[src/rtl/sd_cmd_pkg.sv]
package sd_cmd_pkg;

  localparam logic [7:0] FILL_BYTE = 8'hFF;
  localparam logic [5:0] IDX_APP   = 6'd55;
  localparam logic [5:0] IDX_STOP  = 6'd12;

  typedef enum logic [2:0] {
    ST_OK      = 3'd0,
    ST_NODEV   = 3'd1,
    ST_CRC     = 3'd2,
    ST_ILLEGAL = 3'd3,
    ST_ERASE   = 3'd4,
    ST_PARAM   = 3'd5
  } sd_status_e;

  typedef enum logic [3:0] {
    S_IDLE, S_FILL, S_RDY, S_SEND, S_STUFF, S_POLL, S_TRAIL, S_BUSY, S_END, S_DESEL
  } sd_state_e;

  function automatic logic keeps_select(input logic [5:0] idx);
    return idx inside {6'd9, 6'd17, 6'd18, 6'd24, 6'd25};
  endfunction

  function automatic logic has_trailer(input logic [5:0] idx);
    return idx inside {6'd8, 6'd58};
  endfunction

  function automatic logic has_busy(input logic [5:0] idx);
    return idx inside {6'd12, 6'd38};
  endfunction

endpackage

[src/rtl/sd_cmd_framer.sv]
module sd_cmd_framer (
  input  logic [5:0]  idx_i,
  input  logic [31:0] arg_i,
  input  logic [2:0]  sel_i,
  output logic [7:0]  byte_o
);
  localparam int ARG_BYTES = 4;

  logic [7:0] arg_b [ARG_BYTES];
  logic [7:0] chk_b;

  for (genvar g = 0; g < ARG_BYTES; g++) begin : g_arg
    assign arg_b[g] = arg_i[31-8*g -: 8];
  end

  always_comb begin
    case (idx_i)
      6'd0:    chk_b = 8'h95;
      6'd8:    chk_b = 8'h87;
      default: chk_b = 8'hFF;
    endcase
  end

  always_comb begin
    case (sel_i)
      3'd0:    byte_o = {2'b01, idx_i};
      3'd1:    byte_o = arg_b[0];
      3'd2:    byte_o = arg_b[1];
      3'd3:    byte_o = arg_b[2];
      3'd4:    byte_o = arg_b[3];
      3'd5:    byte_o = chk_b;
      default: byte_o = 8'hFF;
    endcase
  end
endmodule

[src/rtl/sd_r1_classify.sv]
module sd_r1_classify
  import sd_cmd_pkg::*;
(
  input  logic [7:0]  r1_i,
  output sd_status_e  status_o
);
  always_comb begin
    if (r1_i == 8'hFF)          status_o = ST_NODEV;
    else if (r1_i[3])           status_o = ST_CRC;
    else if (r1_i[2])           status_o = ST_ILLEGAL;
    else if (r1_i[1] | r1_i[4]) status_o = ST_ERASE;
    else if (r1_i[5] | r1_i[6]) status_o = ST_PARAM;
    else                        status_o = ST_OK;
  end
endmodule

[src/rtl/sd_cmd_engine.sv]
module sd_cmd_engine
  import sd_cmd_pkg::*;
#(
  parameter int RDY_LIMIT  = 4096,
  parameter int BUSY_LIMIT = 65536,
  parameter int POLL_MAX   = 16,
  parameter int ATTEMPTS   = 3
) (
  input  logic        clk_i,
  input  logic        rst_ni,
  input  logic        start_i,
  input  logic [5:0]  cmd_idx_i,
  input  logic [31:0] cmd_arg_i,
  input  logic        app_cmd_i,
  output logic [7:0]  spi_tx_o,
  output logic        spi_start_o,
  input  logic [7:0]  spi_rx_i,
  input  logic        spi_done_i,
  output logic        cs_n_o,
  output logic        busy_o,
  output logic        done_o,
  output logic [7:0]  r1_o,
  output logic [31:0] trail_o,
  output logic [2:0]  status_o,
  output logic        timeout_o
);
  localparam int LIM_A = (RDY_LIMIT > BUSY_LIMIT) ? RDY_LIMIT : BUSY_LIMIT;
  localparam int LIM   = (LIM_A > POLL_MAX) ? LIM_A : POLL_MAX;
  localparam int CW    = $clog2(LIM + 1);
  localparam int TW    = $clog2(ATTEMPTS + 1);
  localparam logic [CW-1:0] RDY_LAST  = CW'(RDY_LIMIT - 1);
  localparam logic [CW-1:0] BUSY_LAST = CW'(BUSY_LIMIT - 1);
  localparam logic [CW-1:0] POLL_LAST = CW'(POLL_MAX - 1);
  localparam logic [CW-1:0] PKT_LAST  = CW'(5);
  localparam logic [CW-1:0] TRL_LAST  = CW'(3);
  localparam logic [TW-1:0] TRY_LAST  = TW'(ATTEMPTS - 1);

  sd_state_e  state_q;
  logic          pend_q, cs_n_q, done_q, tout_q, is55_q, app_q;
  logic [CW-1:0] cnt_q;
  logic [TW-1:0] tries_q;
  logic [5:0]    cmd_q;
  logic [31:0]   arg_q, trail_q;
  logic [7:0]    r1_q;
  sd_status_e    status_q;

  logic       got;
  logic [7:0] frame_b, poll_b;
  sd_status_e poll_cls;

  sd_cmd_framer u_framer (
    .idx_i  (is55_q ? IDX_APP : cmd_q),
    .arg_i  (is55_q ? 32'd0 : arg_q),
    .sel_i  (cnt_q[2:0]),
    .byte_o (frame_b)
  );

  assign poll_b = spi_rx_i[7] ? FILL_BYTE : spi_rx_i;

  sd_r1_classify u_cls (
    .r1_i     (poll_b),
    .status_o (poll_cls)
  );

  logic byte_phase;
  assign byte_phase  = !(state_q inside {S_IDLE, S_END});
  assign spi_start_o = byte_phase && !pend_q;
  assign spi_tx_o    = (state_q == S_SEND) ? frame_b : FILL_BYTE;
  assign got         = pend_q && spi_done_i;

  assign cs_n_o    = cs_n_q;
  assign busy_o    = (state_q != S_IDLE);
  assign done_o    = done_q;
  assign r1_o      = r1_q;
  assign trail_o   = trail_q;
  assign status_o  = status_q;
  assign timeout_o = tout_q;

  always_ff @(posedge clk_i or negedge rst_ni) begin
    if (!rst_ni) begin
      state_q  <= S_IDLE;
      pend_q   <= 1'b0;
      cs_n_q   <= 1'b1;
      done_q   <= 1'b0;
      tout_q   <= 1'b0;
      is55_q   <= 1'b0;
      app_q    <= 1'b0;
      cnt_q    <= '0;
      tries_q  <= '0;
      cmd_q    <= '0;
      arg_q    <= '0;
      trail_q  <= '0;
      r1_q     <= 8'hFF;
      status_q <= ST_OK;
    end else begin
      done_q <= 1'b0;
      if (spi_start_o) pend_q <= 1'b1;
      else if (got)    pend_q <= 1'b0;

      case (state_q)
        S_IDLE: if (start_i) begin
          cmd_q   <= cmd_idx_i;
          arg_q   <= cmd_arg_i;
          app_q   <= app_cmd_i;
          is55_q  <= app_cmd_i;
          tries_q <= '0;
          tout_q  <= 1'b0;
          trail_q <= '0;
          cs_n_q  <= 1'b1;
          cnt_q   <= '0;
          state_q <= S_FILL;
        end
        S_FILL: if (got) begin
          cs_n_q  <= 1'b0;
          cnt_q   <= '0;
          state_q <= (cmd_q == IDX_STOP) ? S_SEND : S_RDY;
        end
        S_RDY: if (got) begin
          if (spi_rx_i == FILL_BYTE || cnt_q == RDY_LAST) begin
            if (spi_rx_i != FILL_BYTE) tout_q <= 1'b1;
            cnt_q   <= '0;
            state_q <= S_SEND;
          end else cnt_q <= cnt_q + 1'b1;
        end
        S_SEND: if (got) begin
          if (cnt_q == PKT_LAST) begin
            cnt_q   <= '0;
            state_q <= (!is55_q && cmd_q == IDX_STOP) ? S_STUFF : S_POLL;
          end else cnt_q <= cnt_q + 1'b1;
        end
        S_STUFF: if (got) state_q <= S_POLL;
        S_POLL: if (got) begin
          if (!spi_rx_i[7] || cnt_q == POLL_LAST) begin
            cnt_q <= '0;
            if (is55_q) begin
              is55_q  <= 1'b0;
              state_q <= S_RDY;
            end else if (poll_b == FILL_BYTE && tries_q != TRY_LAST) begin
              tries_q <= tries_q + 1'b1;
              is55_q  <= app_q;
              state_q <= S_SEND;
            end else begin
              r1_q     <= poll_b;
              status_q <= poll_cls;
              if (poll_cls inside {ST_NODEV, ST_CRC, ST_ILLEGAL}) state_q <= S_END;
              else if (has_trailer(cmd_q))                         state_q <= S_TRAIL;
              else if (has_busy(cmd_q))                            state_q <= S_BUSY;
              else                                                 state_q <= S_END;
            end
          end else cnt_q <= cnt_q + 1'b1;
        end
        S_TRAIL: if (got) begin
          trail_q <= {trail_q[23:0], spi_rx_i};
          if (cnt_q == TRL_LAST) state_q <= S_END;
          else cnt_q <= cnt_q + 1'b1;
        end
        S_BUSY: if (got) begin
          if (spi_rx_i == FILL_BYTE) state_q <= S_END;
          else if (cnt_q == BUSY_LAST) begin
            tout_q  <= 1'b1;
            state_q <= S_END;
          end else cnt_q <= cnt_q + 1'b1;
        end
        S_END: begin
          if (status_q == ST_OK && keeps_select(cmd_q)) begin
            done_q  <= 1'b1;
            state_q <= S_IDLE;
          end else begin
            cs_n_q  <= 1'b1;
            state_q <= S_DESEL;
          end
        end
        S_DESEL: if (got) begin
          done_q  <= 1'b1;
          state_q <= S_IDLE;
        end
        default: state_q <= S_IDLE;
      endcase
    end
  end

  // bytes exchanged while deselected carry fill only
  a_r3_fill_when_deselected: assert property (@(posedge clk_i) disable iff (!rst_ni)
    spi_start_o && cs_n_o |-> spi_tx_o == FILL_BYTE);
  // completion is a single-cycle pulse
  a_r11_done_pulse: assert property (@(posedge clk_i) disable iff (!rst_ni)
    done_o |=> !done_o);
  // card stays selected at completion only after a clean reply
  a_r11_hold_only_ok: assert property (@(posedge clk_i) disable iff (!rst_ni)
    done_o && !cs_n_o |-> status_o == ST_OK);
  // no-device result carries the 0xFF reply
  a_r8_nodev_ff: assert property (@(posedge clk_i) disable iff (!rst_ni)
    done_o && status_o == ST_NODEV |-> r1_o == 8'hFF);
  // CRC result always has bit 3 set
  a_r8_crc_bit: assert property (@(posedge clk_i) disable iff (!rst_ni)
    done_o && status_o == ST_CRC |-> r1_o[3]);
  // a reply never carries bit 7 unless it is the no-reply value
  a_r5_reply_form: assert property (@(posedge clk_i) disable iff (!rst_ni)
    done_o && r1_o[7] |-> r1_o == 8'hFF);
  // one exchange request at a time
  a_r12_single_request: assert property (@(posedge clk_i) disable iff (!rst_ni)
    spi_start_o |=> !spi_start_o);

endmodule

[config.mk]
export PLATFORM = sky130hd
export DESIGN_NAME = sd_cmd_engine
export DESIGN_NICKNAME = d
export VERILOG_FILES = /design/src/rtl/sd_cmd_pkg.sv /design/src/rtl/sd_cmd_framer.sv /design/src/rtl/sd_r1_classify.sv /design/src/rtl/sd_cmd_engine.sv
export SDC_FILE = /design/constraint.sdc
export NUM_CORES = 1
export LEC_CHECK = 0
export ABC_AREA = 1
export CAP_MARGIN = 20
export CELL_PAD_IN_SITES_DETAIL_PLACEMENT = 1
export CELL_PAD_IN_SITES_GLOBAL_PLACEMENT = 1
export CORE_MARGIN = 10
export CORE_UTILIZATION = 38
export CTS_BUF_LIST = sky130_fd_sc_hd__clkbuf_16
export DETAILED_ROUTE_END_ITERATION = 7
export GPL_ROUTABILITY_DRIVEN = 0
export HOLD_SLACK_MARGIN = 0.1
export PLACE_DENSITY_LB_ADDON = 0.1
export SYNTH_ARGS = -nofsm -noshare
export SYNTH_HDL_FRONTEND = slang
export SYNTH_SLANG_ARGS = --single-unit
[constraint.sdc]
create_clock -name clk_i -period 2.67 [get_ports clk_i]
set_input_delay 0.267 -clock clk_i [delete_from_list [all_inputs] [get_ports clk_i]]
set_output_delay 0.267 -clock clk_i [all_outputs]
set_load 0.02 [all_outputs]
==> out/results.txt, run 1 <==
Number of antenna violations at the first check in global routing -> 0
Die Wd -> 144.4 um
Initial core utilization -> 38.68%
Sw Ratio -> 43.76%
Clock network fraction of total power -> 17.4%
Largest net degree at the start of global routing -> 65
Synth warn -> 0
Final worst path period share -> 94.35%
Remaining antenna violation count -> 0
Critical R2R Capture -> cnt_q[6]
Lkg Pwr -> 3.542 nW
Register area share after synthesis -> 47.00%
Reg area -> 0.002766 mm2
Skew final -> 7.973 ps
Cell-internal power -> 4.031 mW
CTS tree -> done
I/O pin count -> 107
Core ar. -> 0.01520 mm2
Post-route DRC violation count -> 0
#FFs+latches synth -> 110
Largest family of logic cells by synthesized area -> simple AND/OR/NAND/NOR gates
CP endpoint -> spi_tx_o[3]
CP Launch Type -> register
First-pass GRT wire length -> 30,570 um
Commonest cells after routing, fill and taps aside -> nand2_1 (241), dfrtp_1 (99), clkdlybuf4s50_1 (97)
Logic pwr share -> 46.4%
Crit. End Element -> output port
CP Class -> register to output port
Die Span Y -> 144.4 um
DR pass1 iterations -> 6
Total Wirelength -> 18,710 um
IO buf count -> 106
Post-synth cell types -> 39
Main synth FF type -> dfrtp_1
Worst-skew pair later-pin latency -> 360 ps
Synth Area in Adders -> 1.489%
Most common cell after layout, fill and taps aside -> nand2_1
Routed WL per cell -> 16.98 um
Area growth, synth to finish -> 28.79%
Final Util -> 49.82%
Clock Root Buffer -> clkbuf_16
P per Cell Area -> 946.4 mW/mm2
Vias in the first global route -> 6,042
DR vias -> 5,623
H-Tree Level Count -> 3
Clk sinks -> 110
Avg Cell Area, Syn -> 7.453 um2
Drt via density -> 5.103
Crit-path cells -> inv_2 -> ha_1 -> inv_1 -> nor2_1 -> buf_4 -> inv_1 -> o211ai_1 -> o21ai_0 -> nand2_1 -> clkdlybuf4s15_1
Synthesized cell area -> 0.005881 mm2
Filler instances -> 1,902
Slowest stage delay, CP -> 440 ps
Clk pin slew, worst setup/hold paths -> 70 ps
Run status -> finished, final reports clean
Worst Hold Class -> input pin to asynchronous set/reset pin
Setup TNS -> 0 ps
Max frequency -> 0.3970 GHz
Synth Area in Simple Gates -> 29.85%
Post-synthesis instance total -> 789
Slew @ Worst Pin -> 592.5 ps
Max-cap violations -> 0
Fin. max-slew vios -> 0
ANT cells -> 0
Area of the multi-input gates -> 0.002668 mm2
First-iteration detailed-routing DRC count -> 259
WP data required -> 2400 ps
Grt total ovfl -> 0
Cell mode on critical path -> inv_1
Critical-path top delay cell -> dfrtp_2
Asr flop ratio synth -> 100.0%
Tmin final -> 2519 ps
TritonCTS buffer count -> 9
Reg2reg setup slack -> 200 ps
NetSw -> 3.136 mW
Post-synthesis compound-gate area fraction -> 12.85%
Cell Rows -> 45
Critical-path maximum fanout -> 6
Post-synth EDFFs -> 0
VDD IR-drop max -> 0.5803 mV
R2r startpoint -> cnt_q[0]
GR Util All Layers -> 18.26%
Setup-failing EPs final -> 0
Worst Reg-to-Reg Cells -> 18
Syn nets -> 847
Worst setup startpoint -> cnt_q[0]
Clock Path Buffers -> 2
Worst EP arrival -> 2250 ps
HPWL Detailed -> 14,160 um
Max-Slew Margin vs Limit -> 60.50%
Final hold violations -> 0
Final #Nets -> 967
Xor-xnor portion of the synthesized cell area -> 0.1489%
Share of cells above drive strength 1 -> 9.519%
Multiplexer area fraction after synthesis -> 0%
Reg power frac -> 36.2%
Die area -> 0.02085 mm2
per-stage QoR:
stage	area, um2	hold WS [ps]	setup WS [ps]	total power [mW]	std cells
2_1_floorplan	5881	-28.59	442.2	4.588	789
3_3_place_gp	7261	138.3	127.3	5.790	1083
3_5_place_dp	7261	144.8	5.195	5.907	1083
4_1_cts	7533	305.3	-27.32	7.153	1100
5_1_grt	7574	316.0	-22.82	7.711	1102
6_report	7574	307.6	150.8	7.167	1102
synth_stat cells (2+ instances only):
library cell	n	area share [%]
nand2_1	241	15
dfrtp_1	101	43
inv_1	93	5.9
nor2_1	69	4.4
nand3_1	67	5.7
o21ai_0	42	3.6
o21ai_1	34	2.9
a21oi_1	28	2.4
nor3_1	18	1.5
clkbuf_1	11	0.70
dfstp_2	9	4.0
a32o_1	8	1.4
a22o_1	7	1.0
ha_1	7	1.5
nand4_1	7	0.74
buf_2	5	0.43
buf_4	5	0.64
inv_2	5	0.32
buf_1	3	0.19
nand2_2	3	0.32
nor2_2	3	0.32
nor2_4	3	0.57
o2111ai_1	3	0.45
o211ai_1	2	0.26
cell type report:
type	instances	area share [%]
clock buffers	9	2.974
clock inverters	7	0.4626
inverters	101	5.055
multi-input cells	554	35.22
flip-flops and latches	110	36.53
well taps	188	3.106
repair buffers	133	16.65
power by group through the flow:
stage               Sequential, mW  Clock (mW)  Combinational (mW)
floorplan                     2.68           0                1.91
global placement              2.59           0                3.20
detailed placement            2.61           0                3.30
CTS                           2.59        1.26                3.30
global route                  2.67        1.34                3.70
finish                        2.60        1.24                3.33
critical path: cells and delay by family (launching register included):
kind / cells / cell delay (ps)
adders and majority gates: 1 / 200
and+or+nand+nor: 2 / 250
AOI/OAI and AO/OA: 2 / 320
buffers and inverters: 5 / 700
DFF: 1 / 440
timing repair:
| item | CTS | global route |
|---|---|---|
| hold buffers | 1 | 0 |
| pin swaps | 0 | 2 |
| hold endpoints to repair | 24 | 0 |
| gates resized for setup | 10 | 25 |
| gates cloned | 0 | 1 |
| buffers inserted | 0 | 1 |
| endpoints found under the setup margin | 8 | 30 |
kinds of logic after synthesis:
kind of cell	count (synthesis)
adders and majority gates	7
AOI/OAI and AO/OA	130
xor gates and xnor gates	1
DFF	110
buffers and inverters	126
and+or+nand+nor	415
flip-flops by register name (all words and copies together), names as in the netlist, 2 cells and up:
signal / count
arg_q: 32
tries_q: 2
state_q: 4
trail_o: 32
cnt_q: 17
r1_o: 8
cmd_q: 6
status_o: 3
worst min path at each step:
| stage | endpoint | cells after the start |
|---|---|---|
| floorplan | app_q | 0 |
| global placement | trail_o[27] | 1 |
| detailed placement | trail_o[27] | 1 |
| CTS | trail_o[7] | 2 |
| global route | trail_o[27] | 2 |
| finish | trail_o[7] | 2 |
routing by layer:
layer  global-route usage (%)  up-vias  part of all wire [%]
met5                        0        -                     0
met4                    3.617        0                   1.0
met3                    4.362       14                   4.5
met2                    31.02       77                    49
met1                    23.09     2753                    46
li1                         -     2779                     -
Power figures use the tool's default switching activity.
==> run 2, diff against run 1 <==
- SYNTH_HIERARCHICAL: not set -> 1
==> run 2 against run 1 <==
Effect of this change: count of clock-buffer cells in the layout did not move; critical path type unchanged; critical path depth fell by 1; highest routed layer unchanged; largest cell class is now multi-input combinational cells; register-to-register slack improved by 160 ps; global-route usage fell by 0.84 points.
==> out/results.txt, run 2 <==
Final hold violations -> 0 (unchanged)
Worst hold endpoint -> arg_q[30]
First-pass GRT wire length -> 31,530 um (+3.1%)
VDD IR-drop max -> 0.4061 mV (-30%)
Vias in the first global route -> 6,170 (+2.1%)
Die Span Y -> 147.6 um (+2.2%)
Setup TNS -> 0 ps (unchanged)
HPWL Detailed -> 14,330 um (+1.2%)
Post-synth cell types -> 30 (-23%)
I/O pin count -> 107 (unchanged)
Run status -> finished, final reports clean
Post-synthesis instance total -> 896 (+14%)
Cell Rows -> 46 (+2.2%)
Area contributors post-synth -> dfrtp_1 (41%), nand2_1 (17%), nand3_1 (9.8%)
Clock Path Buffers -> 2 (unchanged)
Worst Hold Class -> input pin to register
DR vias -> 6,022 (+7.1%)
Clock Root Buffer -> clkbuf_16
Hold_sp -> cmd_arg_i[30]
Critical-path maximum fanout -> 5 (-1)
Area growth, synth to finish -> 27.26%
Drt via density -> 4.924 (-3.5%)
Share of cells above drive strength 1 -> 7.845% (-1.7 points)
Synth top area share -> 40.88% (-2.1 points)
Clk sinks -> 110 (unchanged)
Total Wirelength -> 19,000 um (+1.6%)
P per Cell Area -> 900.0 mW/mm2 (-4.9%)
Crit. End Element -> output port
Fin. max-slew vios -> 0 (unchanged)
Max-Slew Margin vs Limit -> 55.38% (-5.1 points)
Setup-failing EPs final -> 0 (unchanged)
Routed WL per cell -> 15.54 um (-8.5%)
TritonCTS buffer count -> 9 (unchanged)
R2r startpoint -> cnt_q[1]
Critical-path top delay cell -> dfrtp_1
Commonest cells after routing, fill and taps aside -> nand2_1 (272), nor2_1 (124), nand3_1 (121)
Critical R2R Capture -> cnt_q[2]
Post-synth EDFFs -> 0 (unchanged)
Largest net degree at the start of global routing -> 77 (+18%)
Total power -> 7.081 mW (-1.2%)
Max frequency -> 0.3855 GHz (-2.9%)
Pre-CTS setup slack -> 202.3 ps (+197.1 ps)
CTS tree -> done
Setup bufs post-CTS -> 0 (unchanged)
First-iteration detailed-routing DRC count -> 303 (+17%)
H-Tree Level Count -> 3 (unchanged)
Initial core utilization -> 38.78% (+0.094 points)
Max-cap violations -> 0 (unchanged)
Core ar. -> 0.01594 mm2 (+4.9%)
Synth warn -> 6 (+6)
Lkg Pwr -> 3.905 nW (+10%)
Most frequent cells after synthesis -> nand2_1 (272), nor2_1 (125), nand3_1 (121)
Avg Cell Area, Syn -> 6.900 um2 (-7.4%)
DR pass1 iterations -> 4 (-2)
IO buf count -> 106 (unchanged)
Reg area -> 0.002766 mm2 (unchanged)
Filler instances -> 2,082 (+9.5%)
CP Class -> register to output port
Most common cell after layout, fill and taps aside -> nand2_1
CP delay by family, top -> simple AND/OR/NAND/NOR gates
Slew @ Worst Pin -> 669.3 ps (+76.80 ps)
#FFs+latches synth -> 110 (unchanged)
Die area -> 0.02177 mm2 (+4.4%)
Main synth FF type -> dfrtp_1
Final worst path period share -> 97.14% (+2.8 points)
RSZ-0062 raised after global routing -> no
Register area share after synthesis -> 44.71% (-2.3 points)
Placed instance count -> 1,206 (+11%)
Worst Reg-to-Reg Cells -> 13 (-5)
Crit-path cells -> or2_2 -> nor2_1 -> nand3_1 -> nand3_1 -> nand2_1 -> inv_1 -> nand2_1 -> or2_2 -> dlygate4sd2_1
Skew final -> 14.78 ps (+6.808 ps)
Synthesized cell area -> 0.006182 mm2 (+5.1%)
Remaining antenna violation count -> 0 (unchanged)
Number of antenna violations at the first check in global routing -> 0 (unchanged)
Fin cells -> 1,223 (+11%)
Cell with the most instances after synthesis -> nand2_1
Worst-skew pair later-pin latency -> 360 ps (about the same)
Die Wd -> 147.6 um (+2.2%)
CP Launch Type -> register
Slowest stage delay, CP -> 420 ps (-20 ps)
Tmin final -> 2594 ps (+74.57 ps)
Worst EP arrival -> 2330 ps (+80 ps)
ANT cells -> 0 (unchanged)
Area of the multi-input gates -> 0.002919 mm2 (+9.4%)
WP data required -> 2400 ps (about the same)
Asr flop ratio synth -> 100.0% (unchanged)
Reg2reg setup slack -> 360 ps (+160 ps)
Syn nets -> 951 (+12%)
Clk pin slew, worst setup/hold paths -> 90 ps (+20 ps)
GR Util All Layers -> 17.42% (-0.84 points)
Post-synth top area cell -> dfrtp_1
Final #Nets -> 1,057 (+9.3%)
Worst setup startpoint -> is55_q
Buf/Inv on CP -> 2 (-3)
Post-route DRC violation count -> 0 (unchanged)
Setup WS post-layout -> 76.26 ps (-74.57 ps)
Grt total ovfl -> 0 (unchanged)
Hold depth -> 3
[run 2: changes by cell type in the layout (fill, tap and decap cells not counted), sizes merged, moves of 9 or more]
cell,before,now
nand2,245,275
nand3,68,122
nor2,77,133
nor3,19,6
a21oi,28,14
o21ai,77,68
or2,0,11
[run 2: metal layers]
metal	vias to the layer above	GRT usage (%)	part of all wire [%]
met1	2888	22.90	48
li1	3038	-	-
met5	-	0	0
met4	0	4.311	1.0
met2	84	29.22	48
met3	12	2.778	3.3
[run 2: through the flow]
step / instance area [um2] / utilization (%) / hold WS [ps]
3_5_place_dp: 7528 / 47.22 / 338.3
4_1_cts: 7856 / 49.28 / 447.0
3_3_place_gp: 7528 / 47.22 / 329.2
2_1_floorplan: 6182 / - / -28.59
6_report: 7868 / 49.35 / 450.9
5_1_grt: 7868 / 49.35 / 468.0
[run 2: worst max path at each step]
stage               slack, ps  depth (start not counted)          end
floorplan                 550                         12   state_q[2]
detailed placement        200                         16   state_q[3]
global placement          260                         16   state_q[3]
CTS                        30                          9  spi_tx_o[0]
finish                     80                          9  spi_tx_o[6]
global route                1                          9  spi_tx_o[5]
[run 2: timing repair]
item / 4_1_cts / 5_1_grt
hold buffers: 1 / 0
endpoints found under the hold margin: 37 / 0
resized for setup: 11 / 7
setup endpoints to repair: 8 / 6
[run 2: layout make-up]
cell class / instances / area share (%)
multi-input combinational: 654 / 37.10
sequential: 110 / 35.16
timing repair buffer: 126 / 15.47
inverter: 101 / 4.819
tap: 216 / 3.435
clock buffer: 9 / 2.863
clock inverter: 7 / 1.145
[run 2: where the power goes]
part | internal [mW] | switching [mW] | total, mW
registers | 2.12 | 0.265 | 2.38
logic | 1.10 | 2.15 | 3.25
clock network | 0.755 | 0.694 | 1.45
total | 3.98 | 3.10 | 7.08
[run 2: kinds of logic (layout without fill, tap and decap cells)]
| group | Yosys count | count (layout) | synth area share (%) |
|---|---|---|---|
| compound gates | 86 | 86 | 7.104 |
| flops | 110 | 110 | 44.71 |
| simple gates | 560 | 560 | 38.37 |
| buf+inv | 132 | 243 | 8.440 |
| xor+xnor | 4 | 4 | 0.5668 |
| fa+ha+maj | 4 | 4 | 0.8096 |
[run 2: worst register-to-register path, cell delays in order, from the launching register on]
cell and delay [ps]:
dfrtp_2 460, ha_1 260, nand3_1 130, nor2_1 90, nand2_1 80, nor2_1 40
ha_1 180, nand2_1 100, nand3_1 120, nor2_4 250, buf_4 250, nand3_1 110
nand2_1 80, nor2_1 40
